**src/rtl/uart_mode_router.sv**
```systemverilog
module uart_mode_router #(
  parameter int ERR_W = 3,
  parameter int CNT_W = 2
) (
  input  logic             clk,
  input  logic             rst_n,
  input  logic [1:0]       mode_sel,
  input  logic             tx_en,
  input  logic             stop_two,
  input  logic             rxd,
  output logic             txd,
  input  logic             tx_ser,
  output logic             rx_ser,
  output logic             rx_use_txclk,
  output logic             tx_use_rxclk,
  input  logic             rx_tick,
  input  logic             rx_bit,
  input  logic             rx_stop,
  input  logic             rx_brk,
  input  logic             rx_start_ok,
  input  logic             rx_rdy_in,
  input  logic [ERR_W-1:0] rx_err_in,
  input  logic             tx_rdy_in,
  input  logic             tx_emt_in,
  input  logic             host_wr,
  output logic             host_rx_rdy,
  output logic [ERR_W-1:0] host_rx_err,
  output logic             host_tx_rdy,
  output logic             host_tx_emt,
  output logic             tx_wr
);
  localparam logic [1:0] M_NORM = 2'b00;
  localparam logic [1:0] M_ECHO = 2'b01;
  localparam logic [1:0] M_LOOP = 2'b10;
  localparam logic [1:0] M_RMT  = 2'b11;
  localparam logic [CNT_W-1:0] ONE_STOP = CNT_W'(1);
  localparam logic [CNT_W-1:0] TWO_STOP = CNT_W'(2);

  logic             echo_q;
  logic             brk_q;
  logic [CNT_W-1:0] stop_cnt_q;
  logic [1:0]       held_q;
  logic             hold_exit;
  logic [1:0]       eff;
  logic             retime;

  // an echoing mode (bit 0 set) is kept while its stop bit is still going out
  assign hold_exit = held_q[0] && !mode_sel[0] && (stop_cnt_q != '0) && tx_en;
  assign eff       = hold_exit ? held_q : mode_sel;
  assign retime    = eff[0];

  always_ff @(posedge clk or negedge rst_n) begin
    if (!rst_n) begin
      echo_q     <= 1'b1;
      brk_q      <= 1'b0;
      stop_cnt_q <= '0;
      held_q     <= M_NORM;
    end else begin
      held_q <= eff;
      if (rx_start_ok)
        brk_q <= 1'b0;
      else if (rx_brk)
        brk_q <= 1'b1;
      if (rx_tick) begin
        echo_q <= brk_q ? 1'b0 : rx_bit;
        if (rx_stop && retime)
          stop_cnt_q <= stop_two ? TWO_STOP : ONE_STOP;
        else if (stop_cnt_q != '0)
          stop_cnt_q <= stop_cnt_q - ONE_STOP;
      end
    end
  end

  always_comb begin
    txd          = tx_ser;
    rx_ser       = rxd;
    rx_use_txclk = 1'b0;
    tx_use_rxclk = 1'b0;
    host_rx_rdy  = rx_rdy_in;
    host_rx_err  = rx_err_in;
    host_tx_rdy  = tx_rdy_in;
    host_tx_emt  = tx_emt_in;
    tx_wr        = host_wr;
    unique case (eff)
      M_ECHO: begin
        txd          = echo_q;
        tx_use_rxclk = 1'b1;
        host_tx_rdy  = 1'b0;
        host_tx_emt  = 1'b0;
        tx_wr        = 1'b0;
      end
      M_LOOP: begin
        txd          = 1'b1;
        rx_ser       = tx_ser;
        rx_use_txclk = 1'b1;
      end
      M_RMT: begin
        txd          = echo_q;
        tx_use_rxclk = 1'b1;
        host_rx_rdy  = 1'b0;
        host_rx_err  = '0;
      end
      default: ;
    endcase
  end
endmodule

```
**config.mk**
```make
export PLATFORM = sky130hd
export DESIGN_NAME = uart_mode_router
export DESIGN_NICKNAME = d
export VERILOG_FILES = /design/src/rtl/uart_mode_router.sv
export SDC_FILE = /design/constraint.sdc
export NUM_CORES = 1
export LEC_CHECK = 0
export ABC_AREA = 0
export BUFFER_PORTS_ARGS = -buffer_cell sky130_fd_sc_hd__buf_4
export CAP_MARGIN = 15
export CORE_MARGIN = 5
export CORE_UTILIZATION = 25
export CTS_BUF_LIST = sky130_fd_sc_hd__clkbuf_4 sky130_fd_sc_hd__clkbuf_8
export DETAILED_ROUTE_END_ITERATION = 12
export PLACE_DENSITY = 0.55
export REMOVE_ABC_BUFFERS = 1
export SLEW_MARGIN = 20
export SYNTH_ARGS = -nofsm -noshare
export SYNTH_HDL_FRONTEND = slang
export SYNTH_SLANG_ARGS = --single-unit
```
**constraint.sdc**
```tcl
create_clock -name clk -period 5.3 [get_ports clk]
set_input_delay 1.06 -clock clk [delete_from_list [all_inputs] [get_ports clk]]
set_output_delay 1.06 -clock clk [all_outputs]
set_load 0.02 [all_outputs]
```
==> impl_results.md <==
- Status: finished, final reports clean
- Vert. Die Dim: between 50 and 60 um
- Clock share of power: 0.234
- Area of the die: about 2700 um2
- H-tree Lvls: 1
- DRT Wirelength: 1153 um
- Setup violators final: 0
- DR iter-0 viols: 3
- Tcrit/Tclk final: 0.6061
- Sw frac: 0.3377
- Grt total ovfl: 0
- Sequential area share after synthesis: 0.3408
- Critical setup path kind: in2out
- Number of global-route vias before repair: 466
- VDD IR-drop max: 0.1508 mV
- Area contributors post-synth: dfrtp_1 28%, and2_1 9.9%, dfstp_2 5.9%, nor2_1 4.2%, nor3b_4 4.2%
- Final Critical Period: around 3.2 ns
- CP arrival: ~2.2 ns
- Worst-path clk slew: roughly 0.040 ns
- Synth top area share: 0.2817
- Largest net degree at the start of global routing: 13
- Power Internal: between 100 and 150 uW
- DRT Pass-1 Iters: 2
- Row count: 15
- Clk buf depth: 2
- Synthesized flop and latch total: 6
- RSZ-0062 raised after global routing: false
- Vias/cell: between 4 and 5
- Routed WL per cell: around 11 um
- Initial antenna violation count: 0
- Max-cap viol count: 0
- Worst path required time: between 4 and 5 ns
- Largest area contributor in the netlist: dfrtp_1
- Synthesis-to-finish area growth: 60.85%
- Worst Tran Pin Value: 0.3310 ns
- Final slew viol count: 0
- Layout Skew: 0.006910 ns
- Logic pwr share: 0.472
- # nets final: roughly 100
- Most frequent CP cell: buf_4
- Hold_buf cts: 0
- Synth Warn #: 0
- Post-route insts no fill: about 110
- Worst min path class: reg2reg
- Post-synth cell types: 28
- Average size of a mapped cell: 8.884 um2
- TritonCTS buffer count: 3
- Input/output buffers: 30
- Share of layout cells above drive strength 1: 0.4634
- Final Hold Fails: 0
- Cell Chain, Critical Path: buf_4 -> and3b_1 -> nor3b_4 -> mux2_1 -> buf_4
- Core Box Area: 1708 um2
- Latest clock arrival within the worst-skew pair: approximately 0.24 ns
- Pwr dens: 296.4 nW/um2
- Slowest-stage cell, CP: mux2_1
- Setup TNS: 0 ns
- Clock sink total: 6
- CTS tree: yes
- Tot GR Track Use: 0.09134
- Worst Setup Start Kind: input port
- Via count: 470
- Pleak: approximately 0.35 nW
- Post_cts resized: 0
- DRC: 0
- Post-placement cell count: 103
- Switch Pwr: 71.51 uW
- Setup Fix Bufs, Post-CTS: 0
- Root Driver: clkbuf_4
- Starting Density: 0.2601
- Antenna Cells: 0
- Mapped Cells: 50
- CP max FO: 9
- Ports: 31
- First-pass GRT wire length: around 1800 um
- Gpl congestion: 0.6172
- Seq pwr share: 0.294
- Antenna-violating nets left: 0
- Critical Path Max Stage Delay: roughly 0.33 ns
- Worst Setup End Kind: output port
- Die width: around 52 um
- Max Clk Rate: 311.3 MHz
- Synthesized area: about 440 um2
- Worst slew margin: 0.7793
==> placed cells by master (no fill, tap or decap), types with 2 or more instances in the layout <==
master / count
a21oi_1: 2
and2_1: 7
buf_4: 30
clkbuf_4: 4
dfrtp_1: 5
inv_1: 3
nand2_1: 3
nor2_1: 5
nor2b_1: 2
o21ai_0: 2
or2_2: 2
==> stage by stage <==
| stage | util | hold WS, ns | setup slack, ns | power, mW | instance area (um2) |
|---|---|---|---|---|---|
| global placement | 0.4007 | 0.4097 | 2.092 | 0.1630 | 684.4 |
| global route | 0.4183 | 0.4408 | 2.019 | 0.2307 | 714.4 |
| finish | 0.4183 | 0.4203 | 2.088 | 0.2118 | 714.4 |
| detailed placement | 0.4007 | 0.4139 | 2.086 | 0.1647 | 684.4 |
| floorplan | - | 0.3919 | 2.182 | 0.1248 | 427.9 |
| CTS | 0.4183 | 0.4216 | 2.085 | 0.2159 | 714.4 |
==> power by group through the flow <==
stage / Sequential [mW] / Combinational, mW / Clock, mW
floorplan: 0.0619 / 0.0630 / 0
global placement: 0.0626 / 0.100 / 0
detailed placement: 0.0628 / 0.102 / 0
CTS: 0.0622 / 0.102 / 0.0516
global route: 0.0633 / 0.112 / 0.0550
finish: 0.0623 / 0.100 / 0.0495
==> cell type report <==
type / count / area (um2)
fill: 171 / 993.5
sequential: 6 / 151.4
timing repair buffer: 30 / 225.2
multi-input combinational: 39 / 265.3
clock buffer: 4 / 30.03
tap: 25 / 31.28
inverter: 3 / 11.26
==> state kept, by name, indices dropped and copies added (netlist names) <==
register	flops
stop_cnt_q	2
brk_q	1
held_q	2
echo_q	1
==> final timing paths <==
kind / startpoint / slack (ns) / end / depth (start not counted)
min in group asynchronous: rst_n / 0.61 / stop_cnt_q[1]$_DFFE_PN0P_ / 1
max in group asynchronous: rst_n / 4.48 / echo_q$_DFFE_PN1P_ / 1
worst min-delay path: brk_q$_DFFE_PN0P_ / 0.42 / echo_q$_DFFE_PN1P_ / 1
worst max register to register: stop_cnt_q[0]$_DFFE_PN0P_ / 3.77 / held_q[1]$_DFF_PN0_ / 5
worst max-delay path: tx_en / 2.09 / rx_ser / 5
worst min register to register: brk_q$_DFFE_PN0P_ / 0.42 / echo_q$_DFFE_PN1P_ / 1
==> worst max-delay path, delay by kind of cell <==
kind,cells,cell delay [ns]
buffers and inverters,2,0.28
muxes,1,0.33
and+or+nand+nor,2,0.48
==> layer usage <==
metal / vias up / global-route usage / part of all wire
li1: 241 / - / -
met1: 212 / 0.1068 / 0.45
met2: 15 / 0.1444 / 0.48
met3: 2 / 0.04011 / 0.055
met4: 0 / 0.03830 / 0.010
met5: - / 0 / 0
==> cells by family after synthesis <==
group / after synthesis / share of synthesized area
adders and majority gates: 1 / 0.02816
DFF: 6 / 0.3409
AOI/OAI and AO/OA: 13 / 0.2113
muxes: 1 / 0.02535
buffers and inverters: 5 / 0.06196
and+or+nand+nor: 24 / 0.3324
==> cells in the mapped netlist <==
library cell  number
and2_1             7
dfrtp_1            5
nor2_1             5
inv_1              3
nand2_1            3
a21oi_1            2
nor2b_1            2
o21ai_0            2
or2_2              2
a2111o_1           1
a211o_1            1
a21o_1             1
a22o_1             1
a22oi_1            1
and3b_1            1
buf_2              1
buf_6              1
dfstp_2            1
ha_1               1
mux2_1             1
nand2b_1           1
nand4_1            1
nand4b_1           1
nor3b_4            1
o211ai_1           1
o21ai_1            1
o221ai_1           1
o2bb2ai_1          1
(Power assumes the default switching activity.)
